File: config.mk
export PLATFORM = sky130hd
export DESIGN_NAME = gated_piso_shift
export DESIGN_NICKNAME = d
export VERILOG_FILES = /design/src/rtl/piso_pkg.sv /design/src/rtl/piso_sync.sv /design/src/rtl/piso_edge_fsm.sv /design/src/rtl/piso_stages.sv /design/src/rtl/gated_piso_shift.sv
export SDC_FILE = /design/constraint.sdc
export NUM_CORES = 1
export LEC_CHECK = 0
export BUFFER_PORTS_ARGS = -buffer_cell sky130_fd_sc_hd__buf_2
export CAP_MARGIN = 5
export CORE_AREA = 2 2 39 41
export DETAILED_ROUTE_END_ITERATION = 6
export DIE_AREA = 0 0 41 43
export PLACE_DENSITY = 0.67
export SYNTH_ARGS = -nofsm -noshare
export SYNTH_HDL_FRONTEND = slang
export SYNTH_SLANG_ARGS = --single-unit
File: constraint.sdc
create_clock -name clk -period 1.4 [get_ports clk]
set_input_delay 0.28 -clock clk [delete_from_list [all_inputs] [get_ports clk]]
set_output_delay 0.28 -clock clk [all_outputs]
set_load 0.03 [all_outputs]
File: src/rtl/piso_pkg.sv
package piso_pkg;

    typedef enum logic [1:0] {
        ST_QUIET   = 2'd0,
        ST_HELD    = 2'd1,
        ST_LOADING = 2'd2
    } qual_state_t;

    localparam int TICK_LINES = 2;

endpackage

File: src/rtl/piso_sync.sv
module piso_sync #(
    parameter int WIDTH  = 2,
    parameter int STAGES = 2
) (
    input  logic             clk,
    input  logic             rst_n,
    input  logic [WIDTH-1:0] din,
    output logic [WIDTH-1:0] dout
);

    logic [WIDTH-1:0] chain [STAGES];

    generate
        for (genvar g = 0; g < STAGES; g++) begin : g_flop
            if (g == 0) begin : g_first
                always_ff @(posedge clk or negedge rst_n) begin
                    if (!rst_n) chain[g] <= '0;
                    else        chain[g] <= din;
                end
            end else begin : g_next
                always_ff @(posedge clk or negedge rst_n) begin
                    if (!rst_n) chain[g] <= '0;
                    else        chain[g] <= chain[g-1];
                end
            end
        end
    endgenerate

    assign dout = chain[STAGES-1];

endmodule

File: src/rtl/piso_edge_fsm.sv
module piso_edge_fsm
    import piso_pkg::*;
(
    input  logic                  clk,
    input  logic                  rst_n,
    input  logic                  load_n,
    input  logic [TICK_LINES-1:0] ticks,
    output logic                  advance
);

    qual_state_t state_q, state_d;
    logic        any_high;
    logic        one_high;

    assign any_high = |ticks;
    assign one_high = ($countones(ticks) == 1);

    // state register
    always_ff @(posedge clk or negedge rst_n) begin
        if (!rst_n) state_q <= ST_QUIET;
        else        state_q <= state_d;
    end

    // next state
    always_comb begin
        state_d = state_q;
        unique case (state_q)
            ST_QUIET: begin
                if (!load_n)       state_d = ST_LOADING;
                else if (any_high) state_d = ST_HELD;
            end
            ST_HELD: begin
                if (!load_n)        state_d = ST_LOADING;
                else if (!any_high) state_d = ST_QUIET;
            end
            ST_LOADING: begin
                if (load_n) state_d = any_high ? ST_HELD : ST_QUIET;
            end
            default: state_d = ST_QUIET;
        endcase
    end

    // outputs
    always_comb begin
        advance = 1'b0;
        unique case (state_q)
            ST_QUIET:   advance = load_n && one_high;
            ST_HELD:    advance = 1'b0;
            ST_LOADING: advance = 1'b0;
            default:    advance = 1'b0;
        endcase
    end

    assert_inhibit_R5: assert property (@(posedge clk) disable iff (!rst_n)
        advance |-> ($countones(ticks) == 1));

    assert_load_blocks_R3: assert property (@(posedge clk) disable iff (!rst_n)
        !load_n |-> !advance);

    assert_single_advance_R7: assert property (@(posedge clk) disable iff (!rst_n)
        advance |=> !advance);

    assert_both_rise_R6: assert property (@(posedge clk) disable iff (!rst_n)
        (ticks == 2'b11) |-> !advance);

endmodule

File: src/rtl/piso_stages.sv
module piso_stages #(
    parameter int WIDTH = 8
) (
    input  logic             clk,
    input  logic             rst_n,
    input  logic             load_n,
    input  logic [WIDTH-1:0] par_in,
    input  logic             ser_in,
    input  logic             advance,
    output logic             last_bit
);

    localparam int TOP = WIDTH - 1;

    logic [WIDTH-1:0] stage_q;

    always_ff @(posedge clk or negedge rst_n) begin
        if (!rst_n)       stage_q <= '0;
        else if (!load_n) stage_q <= par_in;
        else if (advance) stage_q <= {stage_q[TOP-1:0], ser_in};
    end

    assign last_bit = stage_q[TOP];

    assert_load_tracks_R2: assert property (@(posedge clk) disable iff (!rst_n)
        !load_n |=> (last_bit == $past(par_in[TOP])));

    assert_hold_R7: assert property (@(posedge clk) disable iff (!rst_n)
        (load_n && !advance) |=> $stable(last_bit));

    assert_order_R8: assert property (@(posedge clk) disable iff (!rst_n)
        (load_n && advance) |=> (last_bit == $past(stage_q[TOP-1])));

endmodule

File: src/rtl/gated_piso_shift.sv
module gated_piso_shift
    import piso_pkg::*;
#(
    parameter int WIDTH       = 8,
    parameter int SYNC_STAGES = 2
) (
    input  logic             clk,
    input  logic             rst_n,
    input  logic             tick_a,
    input  logic             tick_b,
    input  logic             load_n,
    input  logic [WIDTH-1:0] par_in,
    input  logic             ser_in,
    output logic             ser_out,
    output logic             ser_out_n
);

    logic [TICK_LINES-1:0] ticks_sync;
    logic                  advance;
    logic                  last_bit;

    piso_sync #(.WIDTH(TICK_LINES), .STAGES(SYNC_STAGES)) u_sync (
        .clk   (clk),
        .rst_n (rst_n),
        .din   ({tick_b, tick_a}),
        .dout  (ticks_sync)
    );

    piso_edge_fsm u_fsm (
        .clk     (clk),
        .rst_n   (rst_n),
        .load_n  (load_n),
        .ticks   (ticks_sync),
        .advance (advance)
    );

    piso_stages #(.WIDTH(WIDTH)) u_stages (
        .clk      (clk),
        .rst_n    (rst_n),
        .load_n   (load_n),
        .par_in   (par_in),
        .ser_in   (ser_in),
        .advance  (advance),
        .last_bit (last_bit)
    );

    assign ser_out   = last_bit;
    assign ser_out_n = ~last_bit;

    assert_complement_R10: assert property (@(posedge clk) disable iff (!rst_n)
        ser_out_n != ser_out);

endmodule

---- Yosys cells after proc, flatten, opt, wreduce, memory -nomap -nowiden ----
Index checks and enable logic that the tools add are counted.
word-level totals
  register bits after elaboration ......... 14
  output and inout port bits .............. 2
operators by class
  bitwise gates (word level) .............. 1
  add/subtract/negate cells ............... 1
  multiplexer cells ....................... 10
  equality and inequality tests ........... 7
  reductions and logical operators ........ 4
operators by type and width
  kind                                                               number
  32-bit by 2-bit == test with 1-bit output (second input constant)  1
  8-bit 2-to-1 mux                                                   2
  2-bit 2-to-1 mux                                                   5
  2-bit one-hot mux with 3 select lines                              1
  3-bit by 2-bit != test with 1-bit output (second input constant)   1
  3-bit != test (second input constant)                              1
  3-bit AND reduction                                                1
  1-bit by 1-bit adder with 2-bit output                             1
  2-bit by 1-bit == test with 1-bit output (second input constant)   1
  2-bit == test (second input constant)                              1
  2-bit zero test                                                    1
  1-bit 2-to-1 mux                                                   2
  2-bit by 1-bit != test with 1-bit output (second input constant)   1
  2-bit != test (second input constant)                              1
  2-bit OR reduction                                                 1
  1-bit logical AND                                                  1
  1-bit NOT                                                          1

---- Depth between registers and ports, before layout ----
Gate-level depths: netlist of the first run.
  depth after elaboration ................. 6
  mapped depth ............................ 6

---- By module ----
A second synthesis of the first run with hierarchy kept.
second synthesis, totals
  cells, all modules ...................... 51
  area, all modules ....................... 604.3 um^2
by module, submodules not included
  module            area an instance (um^2)  instances  cells an instance  seq. area each (um^2)
  piso_stages       384.1                    1          35                 200.2
  piso_sync         115.1                    1          6                  100.1
  piso_edge_fsm     101.3                    1          9                  50.0
  gated_piso_shift  3.8                      1          1                  0.0

---- Worst setup path before layout of the first run ----
No wires, ideal clock.
  path kind ............................... register to register
  start point ............................. register u_sync.chain (netlist bit u_sync.dout[0])
  end point ............................... register u_stages.stage_q[7]
  library setup time ...................... 0.123 ns
  data required time ...................... 1.277 ns
  path buffers ............................ 1
  setup slack ............................. 0.093 ns
  clock period less this slack ............ 1.307 ns
  cell stages (with the launch flop) ...... 7
  arrival time ............................ 1.185 ns
  path through ............................ dfrtp_1 inv_1 ha_1 or3b_1 buf_2 nand2_1 a21oi_1
between the ends
  longest elaborated chain between the ends .. 5
RTL lines
  element                                                       RTL line             source
  start, declared                                               piso_sync.sv:11      logic [WIDTH-1:0] chain [STAGES];
  start signal, assigned by index                               piso_sync.sv:23      else chain[g] <= chain[g-1];
  1-bit by 1-bit adder with 2-bit output (not written as such)  piso_edge_fsm.sv:16  assign one_high = ($countones(ticks) == 1);
  32-bit by 2-bit == test with 1-bit output                     piso_edge_fsm.sv:16
  1-bit logical AND                                             piso_edge_fsm.sv:47  ST_QUIET: advance = load_n && one_high;
  1-bit 2-to-1 mux                                              piso_edge_fsm.sv:46  unique case (state_q)
  2-bit by 1-bit != test with 1-bit output (no source line)     --
  end signal, assigned                                          piso_stages.sv:19    else if (!load_n) stage_q <= par_in;
  end signal, assigned                                          piso_stages.sv:20    else if (advance) stage_q <= {stage_q[TOP-1:0], ser_in};
  end, declared                                                 piso_stages.sv:15    logic [WIDTH-1:0] stage_q;
No other way between the ends.
A chain may end at the register's enable or synchronous reset.

---- Worst setup path in the final report of the first run ----
Ends and elaborated chain as after synthesis.

==> flow_summary.json, run 1 <==
{
  "status": "finished, final reports clean",
  "syn_area_um2": 562,
  "cp_max_fo": 8,
  "path_depth": 5,
  "num_rows": 14,
  "ys_ff_latch": 14,
  "r2r_start": "u_sync.dout[0]",
  "antenna_found_initial": 0,
  "clockBufferDepth": 2,
  "ys_top_cells_by_area": "dfrtp_1, a21oi_1, nand2_1",
  "drt_iter0_drc": 3,
  "synth-seq-area-share_pct": 62.4,
  "finalHoldViolations": 0,
  "maxCapViolCount": 0,
  "wl_per_cell_um": 11.2,
  "postRouteAntennaNets": 0,
  "worst_clock_skew_ns": 0.00908,
  "core_region_area_um2": 1380,
  "holdPathStages": 1,
  "final_cell_mix": "buf_2, dfrtp_1, a21oi_1",
  "ys_warn_count": 0,
  "min_from": "tick_a",
  "path_clk_slew_ns": 0.08,
  "yosys.area.top_type_share_pct": 62.4,
  "grt_pass1_vias": 387,
  "die_w_um": 41,
  "track_usage_pct": 14.7,
  "cts-buffers-inserted": 3,
  "crit_path_end_kind": "register",
  "place.port_buffers": 15,
  "syn_nets": 72,
  "insertion_delay_ns": 0.29,
  "grt_pass1_wl_um": 1660,
  "finalCritPeriodShare_pct": 96.4,
  "initial_core_util_pct": 40.6,
  "worstMarginPinSlew_ns": 0.307,
  "startpoint_type": "register",
  "period_needed_ns": 1.35,
  "avgSynthCellArea_um2": 9.86,
  "hold_path.class": "input port to register",
  "syn2layout_area_growth_pct": 35.4,
  "fin_ws_ns": 0.0509,
  "cp_slowest_cell": "or3b_4",
  "cts_tree": "done",
  "leakage_uw": 0.000365,
  "grt_max_degree": 15,
  "nNetsFinal": 93,
  "setup_violations": 0,
  "slew_headroom_pct": 79.4,
  "dpl.hpwl_um": 699,
  "startpoint": "u_sync.dout[0]",
  "cp.buffers_inverters": 1,
  "r2r_cells": 5,
  "routed_wl_um": 1040,
  "max_freq_mhz": 741,
  "dieArea_um2": 1760,
  "first_pass_iters": 4,
  "path_class": "register to register",
  "clkSinkCount": 14,
  "fin_cells": 93,
  "dp_slack_ns": -0.0212,
  "num_vias": 445,
  "layout_commonest_cell": "buf_2",
  "ir_drop_mv": 0.638,
  "htree_levels": 1,
  "slew_viol_final": 0,
  "cp_slowest_stage_delay_ns": 0.44,
  "dp_cells": 87,
  "crit_arrival_ns": 1.52,
  "hold_ws_ns": 0.0980,
  "diodes": 0,
  "num_io_pins": 16,
  "synth_cell_types": 11,
  "cp_cell_sequence": "inv_1, ha_4, or3b_4, nand2_2, a21oi_1",
  "cts-root-buf": "clkbuf_4",
  "final_layout_size_suffix_gt1_share_pct": 42.9,
  "place.gp.congestion": 0.682,
  "die_h_um": 43,
  "power_density_nw_per_um2": 1200,
  "synth_top_area_cell": "dfrtp_1",
  "vias_per_cell": 4.78,
  "gr-total-overflow": 0,
  "netlist_instances": 57,
  "drcViolationCount": 0,
  "worstPathRequired_ns": 1.57,
  "cp_top_family": "simple AND/OR/NAND/NOR gates"
}
kinds of logic after synthesis:
family | synth area share, %
buf+inv | 4.45
simple gates | 14.5
compound gates | 16.5
fa+ha+maj | 2.23
flops | 62.4
final timing paths:
path / slack, ns / end
max in group asynchronous: 0.76 / u_fsm.state_q[1]
worst min-delay path: 0.1 / u_sync.chain[2]
worst max register to register: 0.05 / u_stages.stage_q[7]
worst max-delay path: 0.05 / u_stages.stage_q[7]
worst min register to register: 0.35 / u_sync.dout[0]
min in group asynchronous: 0.40 / u_stages.stage_q[5]
synth_stat cells:
cell type / n
a21oi_1: 17
dfrtp_1: 14
nand2_1: 8
nor2_1: 8
inv_1: 3
buf_2: 2
a211oi_1: 1
clkinv_1: 1
ha_1: 1
nor3b_2: 1
or3b_1: 1
metrics by stage:
stage                     power [µW]  util, %  area [µm²]  setup TNS, ns
final                            916     55.0         761              0
after global placement           591     47.3         654       -0.00503
after global routing             964     55.0         761        -0.0933
after detailed placement         594     47.3         654        -0.0704
after CTS                        897     51.3         709              0
after floorplan                  546        -         562              0
power breakdown:
group          internal (µW)  total, µW  switching (µW)
sequential               441        470            28.6
combinational           69.4        150            80.3
clock                    158        296             138
what timing repair did:
item | CTS | global route
buffers inserted | 0 | 1
setup endpoints to repair | 8 | 8
pin swaps | 0 | 10
endpoints found under the hold margin | 14 | 0
hold buffers | 1 | 0
resized for setup | 2 | 11
per-layer routing:
layer	wire (µm)	vias to the layer above	global-route usage (%)
met1	491	199	22.5
met3	38	5	3.14
li1	-	229	-
met2	473	12	16.9
met5	0	-	0
met4	40	0	12.0
sequential cells by signal (all words and copies together) (netlist names):
| signal | count |
|---|---|
| u_sync.chain | 2 |
| u_stages.stage_q | 8 |
| u_fsm.state_q | 2 |
| u_sync.dout | 2 |
layout make-up:
type	instances	area, µm²
Clock buffer	4	36.3
Fill cell	130	623
Inverter	4	15.0
Multi-Input combinational cell	37	235
Sequential cell	14	350
Tap cell	16	20.0
Timing Repair Buffer	18	104
Power figures use the tool's default switching activity.
==> run 2, diff against run 1 <==
--- a/config.mk
+++ b/config.mk
@@ -10,7 +10,10 @@
 export CORE_AREA = 2 2 39 41
 export DETAILED_ROUTE_END_ITERATION = 6
 export DIE_AREA = 0 0 41 43
+export HOLD_SLACK_MARGIN = 0.05
+export MAX_ROUTING_LAYER = met4
 export PLACE_DENSITY = 0.67
+export SETUP_SLACK_MARGIN = 0.5
 export SYNTH_ARGS = -nofsm -noshare
 export SYNTH_HDL_FRONTEND = slang
 export SYNTH_SLANG_ARGS = --single-unit
==> run 2 against run 1 <==
  * Hold slack better by 0.011 ns
  * Utilization up 1.4 points
  * First-iteration DRC count grew 100%
  * Global-route usage up 1.2 points
  * Clock power shrank 4%
  * Setup slack better by 0.0032 ns
  * Combinational power up 15%
  * Count of clock-buffer cells in the layout unchanged
  * Clock skew shrank 0.0063 ns
  * Largest cell class unchanged
  * Flip-flop and latch count unchanged
  * Largest power group unchanged
  * Non-clock buffer count unchanged
==> flow_summary.json, run 2 (synthesized netlist as in run 1, its figures left out) <==
{
  "gr-total-overflow": 0,
  "cp_cell_sequence": "inv_1, ha_4, nor3b_4, buf_6, a21oi_1, a21oi_2",
  "insertion_delay_ns": 0.27,
  "fin_ws_ns": 0.0541,
  "slew_headroom_pct": 79.7,
  "postLayoutCellArea_um2": 779,
  "fin_cells": 93,
  "min_from": "tick_b",
  "vias_per_cell": 5.00,
  "finalHoldViolations": 0,
  "die_h_um": 43,
  "core_region_area_um2": 1380,
  "wl_per_cell_um": 12.1,
  "grt_pass1_vias": 439,
  "clkPwrFrac_pct": 30.7,
  "die_w_um": 41,
  "num_vias": 465,
  "setup_tns_ns": 0,
  "cp_slowest_cell": "dfrtp_1",
  "period_needed_ns": 1.35,
  "postRouteAntennaNets": 0,
  "dieArea_um2": 1760,
  "grt_max_degree": 15,
  "place.gp.congestion": 0.710,
  "largest_register_ffs": 8,
  "first_pass_iters": 2,
  "dp_slack_ns": -0.0212,
  "num_rows": 14,
  "final_cell_mix": "buf_2, dfrtp_1, a21oi_1",
  "holdPathStages": 1,
  "path_clk_slew_ns": 0.08,
  "ff2ff_setup_slack_ns": 0.05,
  "dp_cells": 86,
  "path_class": "register to register",
  "cp.buffers_inverters": 2,
  "startpoint_type": "register",
  "combPwrFrac_pct": 18.7,
  "num_io_pins": 16,
  "track_usage_pct": 15.9,
  "dpl_cell_area_um2": 649,
  "nNetsFinal": 93,
  "htree_levels": 1,
  "hold_path.class": "input port to register",
  "max_freq_mhz": 743,
  "status": "finished, final reports clean",
  "timing.rr.end": "u_stages.stage_q[7]",
  "worstMarginPinSlew_ns": 0.305,
  "ir_drop_mv": 0.682,
  "power_frac_seq_pct": 50.7,
  "leakage_uw": 0.000370,
  "syn2layout_area_growth_pct": 38.8,
  "finalCritPeriodShare_pct": 96.1,
  "r2r_start": "u_sync.dout[1]",
  "crit_path_end_kind": "register",
  "initial_core_util_pct": 40.6,
  "final_layout_size_suffix_gt1_share_pct": 49.4,
  "cts_tree": "done",
  "p_sw_uw": 244,
  "worst_clock_skew_ns": 0.00274,
  "rsz0062_at_grt": "true",
  "r2r_cells": 6,
  "cp_top_family": "flip-flops",
  "power_density_nw_per_um2": 1190,
  "power.internal_uw": 682,
  "setup_violations": 0,
  "routed_wl_um": 1120,
  "clockBufferDepth": 2,
  "top_register": "u_stages.stage_q",
  "fill_cells": 129,
  "diodes": 0,
  "cp_max_fo": 8,
  "drt_iter0_drc": 6,
  "clkSinkCount": 14,
  "place.port_buffers": 15,
  "grt_pass1_wl_um": 1790,
  "slew_viol_final": 0,
  "antenna_found_initial": 0,
  "crit_arrival_ns": 1.51,
  "maxCapViolCount": 0,
  "cp_slowest_stage_delay_ns": 0.36,
  "cts-root-buf": "clkbuf_4",
  "cts-buffers-inserted": 3,
  "worstPathRequired_ns": 1.56,
  "dpl.hpwl_um": 716,
  "hold_ws_ns": 0.109,
  "whs_endpoint": "u_sync.chain[3]",
  "drcViolationCount": 0,
  "swShare_pct": 26.3
}
==> run 2: changes by cell type in the layout (fill, tap and decap cells not counted) <==
cell      previous run  this run
buf_6                1         3
inv_1                3         1
dfrtp_1             14        13
buf_2               15        13
clkinv_1             1         0
dfrtp_2              0         1
inv_2                0         2
a21oi_1             13        12
a21oi_2              4         5
clkinv_2             0         1
==> run 2: layout make-up <==
type | count | area [µm²] | area share (%)
inverters | 4 | 16.3 | 2.09
flip-flops and latches | 14 | 352 | 45.1
well taps | 16 | 20.0 | 2.57
clock buffers | 4 | 36.3 | 4.65
repair buffers | 18 | 116 | 14.9
multi-input cells | 37 | 239 | 30.7
==> run 2: metrics by stage <==
step,utilization (%),power [µW]
after floorplan,-,552
after global placement,46.9,590
after detailed placement,46.9,595
after CTS,54.0,908
after global routing,56.3,976
final,56.3,926
==> run 2: what timing repair did <==
item,4_1_cts,5_1_grt
setup buffers,1,1
hold buffers,1,0
pin swaps,7,5
gates resized for setup,11,8
setup endpoints to repair,10,10
hold endpoints to repair,14,0
==> run 2: power groups by stage <==
stage | combinational, µW | sequential, µW | clock (µW)
2_1_floorplan | 77.7 | 474 | 0
3_3_place_gp | 120 | 470 | 0
3_5_place_dp | 122 | 472 | 0
4_1_cts | 152 | 468 | 288
5_1_grt | 193 | 474 | 309
6_report | 173 | 469 | 284
==> run 2: how the worst max path moves through the flow <==
stage,end,depth (start not counted),slack (ns),from
after detailed placement,u_stages.stage_q[2],5,-0.02,u_sync.dout[0]
after CTS,u_stages.stage_q[2],5,0.08,u_sync.dout[0]
final,u_stages.stage_q[7],6,0.05,u_sync.dout[1]
after floorplan,u_stages.stage_q[7],6,0.1,u_sync.dout[0]
after global routing,u_stages.stage_q[7],5,0.001,u_sync.dout[0]
after global placement,u_stages.stage_q[1],5,0.004,u_sync.dout[0]
==> run 2: worst reg2reg max path: stages (launching register included) <==
cell	delay, ns
dfrtp_1	0.36
inv_1	0.09
ha_4	0.21
nor3b_4	0.14
buf_6	0.14
a21oi_1	0.21
a21oi_2	0.08
==> run 2: per-layer routing <==
layer	global-route usage, %	up-vias	wire, µm
met5	-	-	0
met4	8.00	0	9
met3	3.14	2	53
met2	23.1	9	576
met1	20.4	225	483
li1	-	229	-
